===== src/rtl/sram_lane_pkg.sv =====
package sram_lane_pkg;

  localparam int LANE_W = 8;
  localparam int LANES  = 2;
  localparam int DATA_W = LANE_W * LANES;

  typedef enum logic [1:0] {
    ST_IDLE   = 2'd0,
    ST_SETUP  = 2'd1,
    ST_STROBE = 2'd2,
    ST_HOLD   = 2'd3
  } seq_state_t;

  // Strobe window in cycles: access time rounded up to whole clocks, minimum 1.
  function automatic int wait_cycles(input int clk_ps, input int access_ps);
    int w;
    w = (access_ps + clk_ps - 1) / clk_ps;
    return (w < 1) ? 1 : w;
  endfunction

endpackage


===== src/rtl/sram_wait_cnt.sv =====
module sram_wait_cnt #(
  parameter int WAIT_CYC = 4,
  localparam int CNT_W = (WAIT_CYC > 1) ? $clog2(WAIT_CYC) : 1
) (
  input  logic clk,
  input  logic rst_n,
  input  logic load,
  output logic last
);

  logic [CNT_W-1:0] cnt_q;
  logic [CNT_W-1:0] cnt_d;
  logic             cnt_en;

  always_comb begin
    cnt_en = load || (cnt_q != '0);
    if (load) begin
      cnt_d = CNT_W'(WAIT_CYC - 1);
    end else if (cnt_q != '0) begin
      cnt_d = cnt_q - CNT_W'(1);
    end else begin
      cnt_d = cnt_q;
    end
  end

  always_ff @(posedge clk or negedge rst_n) begin
    if (!rst_n) begin
      cnt_q <= '0;
    end else if (cnt_en) begin
      cnt_q <= cnt_d;
    end
  end

  assign last = (cnt_q == '0);

endmodule


===== src/rtl/sram_lane_fsm.sv =====
module sram_lane_fsm
  import sram_lane_pkg::*;
(
  input  logic       clk,
  input  logic       rst_n,
  input  logic       req_valid,
  input  logic       cnt_last,
  output seq_state_t state,
  output logic       accept,
  output logic       cnt_load,
  output logic       strobe_end,
  output logic       finish
);

  seq_state_t state_q;
  seq_state_t state_d;

  always_comb begin
    state_d = state_q;
    unique case (state_q)
      ST_IDLE:   if (req_valid) state_d = ST_SETUP;
      ST_SETUP:  state_d = ST_STROBE;
      ST_STROBE: if (cnt_last) state_d = ST_HOLD;
      ST_HOLD:   state_d = ST_IDLE;
      default:   state_d = ST_IDLE;
    endcase
  end

  always_ff @(posedge clk or negedge rst_n) begin
    if (!rst_n) begin
      state_q <= ST_IDLE;
    end else begin
      state_q <= state_d;
    end
  end

  assign state      = state_q;
  assign accept     = (state_q == ST_IDLE) && req_valid;
  assign cnt_load   = (state_q == ST_SETUP);
  assign strobe_end = (state_q == ST_STROBE) && cnt_last;
  assign finish     = (state_q == ST_HOLD);

endmodule


===== src/rtl/sram_lane_dp.sv =====
module sram_lane_dp
  import sram_lane_pkg::*;
#(
  parameter int ADDR_W = 17
) (
  input  logic              clk,
  input  logic              rst_n,
  input  logic              accept,
  input  logic              req_write,
  input  logic [ADDR_W-1:0] req_addr,
  input  logic [DATA_W-1:0] req_wdata,
  input  logic [LANES-1:0]  req_mask,
  input  logic              capture,
  input  logic              finish,
  input  logic [DATA_W-1:0] mem_dq_in,
  output logic              wr_q,
  output logic [ADDR_W-1:0] addr_q,
  output logic [DATA_W-1:0] wdata_q,
  output logic [LANES-1:0]  mask_q,
  output logic [DATA_W-1:0] rdata_q,
  output logic              done_q
);

  logic [DATA_W-1:0] rdata_d;

  // Unselected lanes are forced to zero before capture.
  for (genvar l = 0; l < LANES; l++) begin : g_lane
    assign rdata_d[l*LANE_W +: LANE_W] =
      mask_q[l] ? mem_dq_in[l*LANE_W +: LANE_W] : '0;
  end

  always_ff @(posedge clk or negedge rst_n) begin
    if (!rst_n) begin
      wr_q    <= 1'b0;
      addr_q  <= '0;
      wdata_q <= '0;
      mask_q  <= '0;
    end else if (accept) begin
      wr_q    <= req_write;
      addr_q  <= req_addr;
      wdata_q <= req_wdata;
      mask_q  <= req_mask;
    end
  end

  always_ff @(posedge clk or negedge rst_n) begin
    if (!rst_n) begin
      rdata_q <= '0;
    end else if (capture) begin
      rdata_q <= rdata_d;
    end
  end

  always_ff @(posedge clk or negedge rst_n) begin
    if (!rst_n) begin
      done_q <= 1'b0;
    end else begin
      done_q <= finish;
    end
  end

endmodule


===== src/rtl/sram_lane_ctrl.sv =====
module sram_lane_ctrl
  import sram_lane_pkg::*;
#(
  parameter int ADDR_W    = 17,
  parameter int CLK_PS    = 10000,
  parameter int ACCESS_PS = 55000
) (
  input  logic              clk,
  input  logic              rst_n,
  input  logic              req_valid,
  input  logic              req_write,
  input  logic [ADDR_W-1:0] req_addr,
  input  logic [15:0]       req_wdata,
  input  logic [1:0]        req_mask,
  output logic              req_ready,
  output logic              rsp_done,
  output logic [15:0]       rsp_rdata,
  output logic [ADDR_W-1:0] mem_addr,
  output logic              mem_ce_n,
  output logic              mem_oe_n,
  output logic              mem_we_n,
  output logic              mem_lb_n,
  output logic              mem_ub_n,
  output logic [15:0]       mem_dq_out,
  output logic              mem_dq_oe,
  input  logic [15:0]       mem_dq_in
);

  localparam int WAIT_CYC = wait_cycles(CLK_PS, ACCESS_PS);

  seq_state_t        state;
  logic              accept;
  logic              cnt_load;
  logic              cnt_last;
  logic              strobe_end;
  logic              finish;
  logic              wr_q;
  logic [ADDR_W-1:0] addr_q;
  logic [DATA_W-1:0] wdata_q;
  logic [LANES-1:0]  mask_q;
  logic [DATA_W-1:0] rdata_q;
  logic              done_q;
  logic              busy;
  logic              any_lane;
  logic              in_strobe;
  logic [LANES-1:0]  lane_en_n;

  sram_lane_fsm u_fsm (
    .clk        (clk),
    .rst_n      (rst_n),
    .req_valid  (req_valid),
    .cnt_last   (cnt_last),
    .state      (state),
    .accept     (accept),
    .cnt_load   (cnt_load),
    .strobe_end (strobe_end),
    .finish     (finish)
  );

  sram_wait_cnt #(.WAIT_CYC(WAIT_CYC)) u_cnt (
    .clk   (clk),
    .rst_n (rst_n),
    .load  (cnt_load),
    .last  (cnt_last)
  );

  sram_lane_dp #(.ADDR_W(ADDR_W)) u_dp (
    .clk       (clk),
    .rst_n     (rst_n),
    .accept    (accept),
    .req_write (req_write),
    .req_addr  (req_addr),
    .req_wdata (req_wdata),
    .req_mask  (req_mask),
    .capture   (strobe_end && !wr_q),
    .finish    (finish),
    .mem_dq_in (mem_dq_in),
    .wr_q      (wr_q),
    .addr_q    (addr_q),
    .wdata_q   (wdata_q),
    .mask_q    (mask_q),
    .rdata_q   (rdata_q),
    .done_q    (done_q)
  );

  assign busy      = (state != ST_IDLE);
  assign any_lane  = |mask_q;
  assign in_strobe = (state == ST_STROBE) && any_lane;

  for (genvar l = 0; l < LANES; l++) begin : g_be
    assign lane_en_n[l] = !(busy && mask_q[l]);
  end

  assign req_ready  = !busy;
  assign rsp_done   = done_q;
  assign rsp_rdata  = rdata_q;
  assign mem_addr   = addr_q;
  assign mem_ce_n   = !busy;
  assign mem_lb_n   = lane_en_n[0];
  assign mem_ub_n   = lane_en_n[LANES-1];
  assign mem_we_n   = !(in_strobe && wr_q);
  assign mem_oe_n   = !(in_strobe && !wr_q);
  assign mem_dq_oe  = busy && wr_q && any_lane;
  assign mem_dq_out = mem_dq_oe ? wdata_q : '0;

endmodule


===== config.mk =====
export PLATFORM = sky130hd
export DESIGN_NAME = sram_lane_ctrl
export DESIGN_NICKNAME = d
export VERILOG_FILES = /design/src/rtl/sram_lane_pkg.sv /design/src/rtl/sram_wait_cnt.sv /design/src/rtl/sram_lane_fsm.sv /design/src/rtl/sram_lane_dp.sv /design/src/rtl/sram_lane_ctrl.sv
export SDC_FILE = /design/constraint.sdc
export NUM_CORES = 1
export LEC_CHECK = 0
export BUFFER_PORTS_ARGS = -buffer_cell sky130_fd_sc_hd__buf_2
export CORE_AREA = 2 2 60 119
export DETAILED_ROUTE_END_ITERATION = 16
export DIE_AREA = 0 0 62 121
export GPL_TIMING_DRIVEN = 0
export PLACE_DENSITY = 0.73
export REMOVE_ABC_BUFFERS = 1
export SLEW_MARGIN = 40
export SYNTH_ARGS = -nofsm -noshare
export SYNTH_HDL_FRONTEND = slang
export SYNTH_SLANG_ARGS = --single-unit
export TNS_END_PERCENT = 10

===== constraint.sdc =====
create_clock -name clk -period 4.25 [get_ports clk]
set_input_delay 0.425 -clock clk [delete_from_list [all_inputs] [get_ports clk]]
set_output_delay 0.425 -clock clk [all_outputs]
set_load 0.01 [all_outputs]

==> results of run 1 <==
-- worst max-delay path by stage --
| stage | start | endpoint | depth (start not counted) |
|---|---|---|---|
| floorplan | u_fsm.state[0] | mem_dq_out[0] | 4 |
| finish | u_fsm.state[0] | mem_dq_out[12] | 5 |
| CTS | u_fsm.state[0] | mem_dq_out[12] | 5 |
| global placement | u_fsm.state[0] | mem_dq_out[12] | 5 |
| detailed placement | u_fsm.state[0] | mem_dq_out[12] | 5 |
| global route | u_fsm.state[0] | mem_dq_out[12] | 5 |
-- power by group --
| part | switching, mW | leakage, nW | internal, mW | total (mW) |
|---|---|---|---|---|
| Combinational | 0.534 | 1.05 | 0.627 | 1.16 |
| Sequential | 0.179 | 0.686 | 0.840 | 1.02 |
| Clock | 0.229 | 0.133 | 0.406 | 0.635 |
| Total | 0.942 | 1.87 | 1.87 | 2.82 |
-- registers in the layout, summed over array words and instances, names as in the netlist --
signal        cells
u_cnt.cnt_q       3
u_dp.addr_q      17
u_dp.done_q       1
u_dp.mask_q       2
u_dp.rdata_q     16
u_dp.wdata_q     16
u_dp.wr_q         1
u_fsm.state       2
-- kinds of logic (layout without fill, tap and decap cells) --
group / count (synthesis) / count (layout)
muxes: 37 / 37
and+or+nand+nor: 59 / 59
xor gates and xnor gates: 1 / 1
AOI/OAI and AO/OA: 22 / 22
DFF: 58 / 58
adders and majority gates: 7 / 7
buffers and inverters: 15 / 132
-- layout by cell type (no fill, tap or decap), drive strengths merged, types with 2 or more instances in the layout --
master  instances
nand2b          4
buf           111
inv             5
a21oi           2
dfrtp          58
o21ai          16
and2           16
ha              7
mux2           37
clkinv          3
nor2            2
nand2          33
clkbuf         13
-- per-stage QoR --
stage	total power, mW	hold WS, ps	std cells	utilization, %
after floorplan	1.75	129	189	-
after global placement	2.14	461	388	48.5
after detailed placement	2.20	467	388	48.7
after CTS	2.86	188	404	52.7
after global routing	3.01	219	404	52.7
final	2.82	166	404	52.7
-- per-layer routing --
layer	routed length (um)	vias to the layer above	part of all wire (%)	global-route usage, %
li1	-	889	-	-
met1	2070	876	36	15.5
met2	3140	56	55	26.6
met3	250	16	4.4	5.33
met4	226	0	4.0	9.57
met5	0	-	0	0
-- layout make-up --
| cell class | instances | share of cell area (%) |
|---|---|---|
| sequential | 58 | 41.9 |
| inverter | 5 | 0.542 |
| clock buffer | 13 | 7.22 |
| clock inverter | 3 | 0.433 |
| tap | 88 | 3.18 |
| timing repair buffer | 111 | 16.1 |
| multi-input combinational | 126 | 30.6 |
-- synthesized netlist by cell type, drive strengths merged, types with 2 or more instances --
| master | n |
|---|---|
| nand2 | 33 |
| nor2 | 2 |
| inv | 5 |
| mux2 | 37 |
| nand2b | 4 |
| and2 | 16 |
| buf | 6 |
| dfrtp | 58 |
| clkbuf | 4 |
| a21oi | 2 |
| ha | 7 |
| o21ai | 16 |
==> reports/qor.csv, run 1 <==
metric,value,unit
yosysSeqAreaShare,56.1,%
grt_max_degree,59,
dp_slack,2040,ps
antenna_left,0,
ios,112,
netlist_area,0.00259,sq mm
seq_area,0.00145,sq mm
max_freq,406,MHz
startpoint_type,register,
rows,42,
drt_iter0_drc,43,
critPathKind,reg -> out,
synth_xor_xnor_area_share,0.339,%
critPathTopFamily,simple AND/OR/NAND/NOR gates,
cts_root_buf,clkbuf_16,
dr_total_vias,1837,
synth-edff-count,0,
finalSetupTns,0,ps
synth_fa_ha_area_share,3.39,%
yosys.area.top_type,dfrtp_1,
cts_tree,done,
grt_pass1_wl,8400,um
fin_area,0.00346,sq mm
crit_slowest_cell,nor3b_4,
drc,0,
fin_crit,2470,ps
core,0.00657,sq mm
drive_gt1_share,52.2,%
vdd_drop_max,479,uV
setup_slack,1780,ps
cts_setup_buffers,0,
ys_types,25,
yosys-mux-area-fraction,20.5,%
hpwlAfterDp,4010,um
status,completed,
skew,8.85,ps
wirelength,5690,um
fillCellCount,613,
ys_async_sr_fraction,100,%
die_area,0.00750,sq mm
routabilityCongestion,0.791,
insertion_delay,320,ps
die_h,121,um
synth-simple-area-share,11.7,%
synth_top_family_by_area,multiplexers,
cts_sinks,58,
crit_path_max_fanout,17,
p_leak,1.87,nW
slew_viol_final,0,
wl_per_cell,14.1,um
path_cells,inv_1 > ha_1 > nor3b_4 > and2_1 > buf_2,
cts_buffers,9,
relSlewSlack,51.6,%
power_per_cell_area,813,mW/mm^2
reg2reg_slack,2270,ps
antenna_found_initial,0,
worstMarginPinSlew,726,ps
ctsHoldBuffers,0,
syn_inst,199,
syn_to_final_growth,34.0,%
fin_crit_sh,58.0,%
firstDrtPassIters,4,
end_kind,primary output,
rsz0062_at_grt,no,
synth_ff_type,dfrtp_1,
r2r_start,u_fsm.state[0],
synth.top_cells.by_area,"dfrtp_1 (56%), mux2_4 (17%), nand2_1 (4.6%), and2_1 (3.9%), ha_1 (3.4%)",
clk_pin_slew_worst_paths,50,ps
portBuffers,111,
crit_buf_inv,2,
initial_core_util,39.4,%
drv_cap,0,
first_global_vias,1865,
r2r_end,u_dp.addr_q[3],
multi_input_area,0.00106,sq mm
hold_path_class,in -> async,
cts_repair_resize_count,0,
setup_violations,0,
ys_seq_elements,58,
diodes,0,
yosysTopAreaCellShare,56.1,%
die_w,62,um
viasPerCell,4.55,
yosysWarnings,0,
htree_levels,3,
placed_area,0.00320,sq mm
avgSynthCellArea,13.0,sq um
crit_arrival,2040,ps
final_nets,373,
grtUsageTotal,15.7,%
hold_violations,0,
synth_compound_area_share,4.69,%
crit_required,3830,ps
reg2reg_depth,4,
overflow,0,
cts_max_path_buffers,2,
slowest_delay,540,ps
Note: power is estimated with default switching activity, not from simulation.
==> run 2, diff against run 1 <==
==> constraint.sdc (replaced) <==
create_clock -name clk -period 2.4 [get_ports clk]
set_input_delay 0.24 -clock clk [delete_from_list [all_inputs] [get_ports clk]]
set_output_delay 0.24 -clock clk [all_outputs]
set_load 0.01 [all_outputs]
==> run 2 against run 1 <==
The flow now finishes with violations (hold timing); final area up 0.58%; hold slack worse by 190 ps; setup slack worse by 1400 ps; clock-buffer cell count unchanged; via count about the same; total power up 79%; register-to-register slack worse by 1800 ps; utilization up 0.30 points; flip-flop and latch count unchanged; non-clock buffer count up 1; global-route usage unchanged.
==> reports/qor.csv, run 2 (same netlist as run 1, synthesis figures left out) <==
metric,value,unit,change
whs,-19.3,ps,-185 ps
clk_pin_slew_worst_paths,50,ps,about the same
hold_path_class,in -> async,,
slew_viol_final,0,,unchanged
rows,42,,unchanged
finalSetupTns,0,ps,unchanged
firstDrtPassIters,4,,unchanged
antenna_found_initial,0,,unchanged
fin_crit_sh,86.1,%,
final_nets,374,,+0.27%
cts_tree,done,,
drt_iter0_drc,40,,-7.0%
initial_core_util,39.4,%,unchanged
cts_sinks,58,,unchanged
power.total,5.03,mW,+79%
drc,0,,unchanged
p_leak,1.88,nW,+0.47%
setup_violations,0,,unchanged
ios,112,,unchanged
syn_to_final_growth,34.7,%,
final_cell_mix,"buf_2 (110), dfrtp_1 (58), nand2_1 (32), mux2_4 (30)",,
power_per_cell_area,1440,mW/mm^2,+78%
core,0.00657,sq mm,unchanged
insertion_delay,320,ps,about the same
wirelength,5690,um,about the same
crit_arrival,1830,ps,-210 ps
htree_levels,3,,unchanged
hpwlAfterDp,4010,um,unchanged
violations,hold timing,,
die_w,62,um,unchanged
crit_path_max_fanout,17,,unchanged
drive_gt1_share,52.4,%,+0.15 points
die_area,0.00750,sq mm,unchanged
startpoint_type,register,,
vdd_drop_max,848,uV,+77%
drv_cap,0,,unchanged
viasPerCell,4.54,,-0.19%
largest_register_ffs,17,,unchanged
grt_max_degree,59,,unchanged
overflow,0,,unchanged
max_freq,484,MHz,
critPathKind,reg -> out,,
worstMarginPinSlew,726,ps,-0.835 ps
fillCellCount,611,,-0.33%
fin_crit,2070,ps,
hold_violations,28,,+28
grt_pass1_wl,8400,um,unchanged
cts_repair_resize_count,0,,unchanged
relSlewSlack,51.6,%,+0.056 points
dr_total_vias,1838,,+0.054%
crit_required,2160,ps,-1670 ps
diodes,0,,unchanged
skew,8.85,ps,-0.00803 ps
cts_max_path_buffers,2,,unchanged
reg.largest.list,"u_dp.addr_q x17, u_dp.rdata_q x16, u_dp.wdata_q x16",,
regMostFlops,u_dp.addr_q,,
status,finished with violations,,
antenna_left,0,,unchanged
cts_buffers,9,,unchanged
layout_commonest_cell,buf_2,,
grtUsageTotal,15.7,%,unchanged
routabilityCongestion,0.791,,unchanged
first_global_vias,1865,,unchanged
wl_per_cell,14.0,um,-0.23%
die_h,121,um,unchanged
portBuffers,111,,unchanged
cts_root_buf,clkbuf_16,,
rsz0062_at_grt,no,,
end_kind,primary output,,
run 2: cell types whose count changed in the layout (fill, tap and decap cells not counted):
cell / previous run / this run
buf_12: 0 / 1
run 2: area by class of cell:
cell class / instances / area (sq um) / share of cell area [%]
Sequential cell: 58 / 1450 / 41.7
Inverter: 5 / 18.8 / 0.539
Multi-Input combinational cell: 126 / 1060 / 30.4
Timing Repair Buffer: 112 / 578 / 16.6
Tap cell: 88 / 110 / 3.16
Clock inverter: 3 / 15.0 / 0.431
Clock buffer: 13 / 250 / 7.18
run 2: critical path: stages (launching register included):
cell and delay [ps]:
dfrtp_1 390, inv_1 100, ha_1 340, nor3b_4 260
buf_12 160, and2_1 130, buf_2 130
run 2: timing repair:
| action | CTS | global route |
|---|---|---|
| setup buffers | 0 | 1 |
| hold buffers | 0 | 0 |
| setup endpoints to repair | 0 | 16 |
run 2: power breakdown:
group	internal (mW)	leakage, nW	switching [mW]	total (mW)
Combinational	1.15	1.06	0.954	2.10
Sequential	1.49	0.686	0.317	1.80
Clock	0.719	0.133	0.405	1.12
run 2: path summary, 6_finish.rpt:
check	from	slack, ps	endpoint	depth (start not counted)
min reg2reg	u_dp.rdata_q[12]	470	u_dp.rdata_q[12]	2
max reg2reg	u_fsm.state[0]	430	u_dp.addr_q[3]	4
min	rst_n	-20	u_dp.rdata_q[3]	1
max	u_fsm.state[0]	330	mem_dq_out[12]	6
min in group clk	req_addr[14]	140	u_dp.addr_q[14]	2
max in group asynchronous	rst_n	1940	u_dp.wdata_q[14]	1
run 2: layer usage:
metal	vias up	part of all wire, %	GRT usage (%)
met5	-	0	0
met4	0	4.0	9.57
met3	16	4.4	5.33
met2	56	55	26.6
met1	873	36	15.5
li1	893	-	-
run 2: metrics by stage:
| stage | worst slack (ps) | hold slack (ps) | std cells | instance area (sq um) | util (%) |
|---|---|---|---|---|---|
| floorplan | 550 | -55.6 | 189 | 2520 | - |
| finish | 335 | -19.3 | 405 | 3480 | 53.0 |
| global placement | 193 | 461 | 388 | 3190 | 48.5 |
| global route | 189 | 33.5 | 405 | 3480 | 53.0 |
| CTS | 24.0 | 3.03 | 404 | 3460 | 52.7 |
| detailed placement | 372 | 350 | 388 | 3200 | 48.7 |
==> run 3, diff against run 2 <==
--- a/config.mk
+++ b/config.mk
@@ -5,8 +5,9 @@
 export SDC_FILE = /design/constraint.sdc
 export NUM_CORES = 1
 export LEC_CHECK = 0
-export BUFFER_PORTS_ARGS = -buffer_cell sky130_fd_sc_hd__buf_2
+export BUFFER_PORTS_ARGS = -buffer_cell sky130_fd_sc_hd__buf_4
 export CORE_AREA = 2 2 60 119
+export CTS_CLUSTER_SIZE = 12
 export DETAILED_ROUTE_END_ITERATION = 16
 export DIE_AREA = 0 0 62 121
 export GPL_TIMING_DRIVEN = 0
==> run 3 against run 2 <==
Final area is 9.4% higher; largest cell class unchanged; setup slack lost 26 ps; die area unchanged; total power grew 9.1%; highest routed layer unchanged; flip-flop and latch count is the same; the run now ends clean; sequential power is essentially flat; fmax fell by 1.2%.
==> reports/qor.csv, run 3 (same netlist as run 1, synthesis figures left out) <==
metric,value,unit,change
die_w,62,um,unchanged
fillCellCount,570,,-6.7%
startpoint_type,register,,
relSlewSlack,54.3,%,+2.7 points
cts_buffers,9,,unchanged
crit_path_max_fanout,17,,unchanged
worstMarginPinSlew,685,ps,-40.9 ps
core,0.00657,sq mm,unchanged
portBuffers,111,,unchanged
grt_pass1_wl,9120,um,+8.5%
power_per_cell_area,1440,mW/mm^2,-0.32%
dr_total_vias,1854,,+0.87%
skew,4.79,ps,-4.06 ps
final_cell_mix,"buf_4 (110), dfrtp_1 (58), nand2_1 (32), mux2_4 (30)",,
hold_depth,2,,
fin_area,0.00381,sq mm,+9.4%
drt_iter0_drc,72,,+80%
max_freq,478,MHz,-1.2%
slew_viol_final,0,,unchanged
viasPerCell,4.57,,+0.62%
antenna_left,0,,unchanged
status,completed,,
rows,42,,unchanged
htree_levels,3,,unchanged
cts_max_path_buffers,2,,unchanged
layout_commonest_cell,buf_4,,
fin_crit_sh,87.1,%,+1.1 points
grt_max_degree,59,,unchanged
grtUsageTotal,17.2,%,+1.5 points
crit_required,2160,ps,about the same
first_global_vias,1872,,+0.38%
drive_gt1_share,53.1,%,+0.78 points
reg.largest.list,"u_dp.addr_q x17, u_dp.rdata_q x16, u_dp.wdata_q x16",,
fin_crit,2090,ps,+25.6 ps
reg2reg_slack,400,ps,-30 ps
p_leak,1.98,nW,+5.6%
antenna_found_initial,0,,unchanged
wl_per_cell,14.5,um,+3.3%
drc,0,,unchanged
routabilityCongestion,0.744,,-5.9%
cts_repair_resize_count,0,,unchanged
clk_pin_slew_worst_paths,50,ps,about the same
cts_root_buf,clkbuf_16,,
r2r_start,u_fsm.state[0],,
final_nets,375,,+0.27%
hold_violations,0,,-100%
insertion_delay,330,ps,about the same
ios,112,,unchanged
hold_path_class,in -> reg,,
firstDrtPassIters,4,,unchanged
regMostFlops,u_dp.addr_q,,
hpwlAfterDp,4220,um,+5.2%
diodes,0,,unchanged
largest_register_ffs,17,,unchanged
hold_end,u_dp.wdata_q[0],,
cts_tree,done,,
r2r_end,u_dp.addr_q[11],,
finalSetupTns,0,ps,unchanged
min_from,req_wdata[0],,
setup_violations,0,,unchanged
end_kind,primary output,,
crit_arrival,1850,ps,+20 ps
cts_sinks,58,,unchanged
initial_core_util,39.4,%,unchanged
reg2reg_depth,4,,unchanged
die_area,0.00750,sq mm,unchanged
die_h,121,um,unchanged
overflow,0,,unchanged
drv_cap,0,,unchanged
wirelength,5890,um,+3.6%
syn_to_final_growth,47.5,%,
critPathKind,reg -> out,,
placed_area,0.00347,sq mm,+8.6%
rsz0062_at_grt,no,,
vdd_drop_max,827,uV,-2.6%
run 3: cell count changes in the layout (fill, tap and decap cells not counted):
cell / previous run / this run
buf_2: 110 / 0
clkbuf_8: 1 / 2
clkbuf_1: 3 / 0
buf_4: 1 / 110
dlygate4sd3_1: 0 / 1
bufinv_16: 0 / 1
clkinvlp_4: 0 / 1
buf_6: 0 / 1
run 3: power breakdown:
group	internal (mW)	switching (mW)
logic	1.42	0.968
registers	1.49	0.329
clock network	0.852	0.434
run 3: worst max path at each step:
stage	startpoint	end	slack [ps]	depth (start not counted)
after floorplan	u_fsm.state[0]	mem_dq_out[0]	550	4
after CTS	u_fsm.state[0]	mem_dq_out[12]	7	5
final	u_fsm.state[0]	mem_dq_out[15]	310	6
after global placement	u_fsm.state[0]	mem_dq_out[14]	160	5
after detailed placement	u_fsm.state[0]	mem_dq_out[12]	360	5
after global routing	u_fsm.state[0]	mem_dq_out[9]	200	6
run 3: final cells by class:
class                      count  area, sq um  area share [%]
clock buffer                  11          253            6.63
clock inverter                 5         52.6            1.38
tap                           88          110            2.89
multi-input combinational    126         1060            27.8
timing repair buffer         113          867            22.7
inverter                       5         18.8           0.492
sequential                    58         1450            38.1
run 3: metrics by stage:
stage	power, mW	cells	hold WS (ps)	utilization (%)	setup slack [ps]
2_1_floorplan	3.09	189	-55.6	-	550
3_3_place_gp	4.10	388	348	52.7	158
3_5_place_dp	4.21	388	348	52.9	365
4_1_cts	5.52	405	130	57.7	6.66
5_1_grt	5.85	406	130	58.1	199
6_report	5.49	406	140	58.1	309
run 3: what timing repair did:
action	CTS	global route
endpoints found under the setup margin	0	16
hold buffers	1	0
hold endpoints to repair	10	0
buffers inserted	0	1
run 3: critical path, cell delays in order, from the launching register on:
cell	delay, ps
dfrtp_1	400
inv_1	100
ha_1	350
nor3b_4	260
buf_12	160
and2_1	130
buf_4	120
run 3: routing by layer:
metal | GRT usage [%] | wire length (um)
met2 | 28.5 | 3340
met3 | 5.22 | 265
met1 | 18.0 | 2070
met5 | 0 | 0
met4 | 10.2 | 215
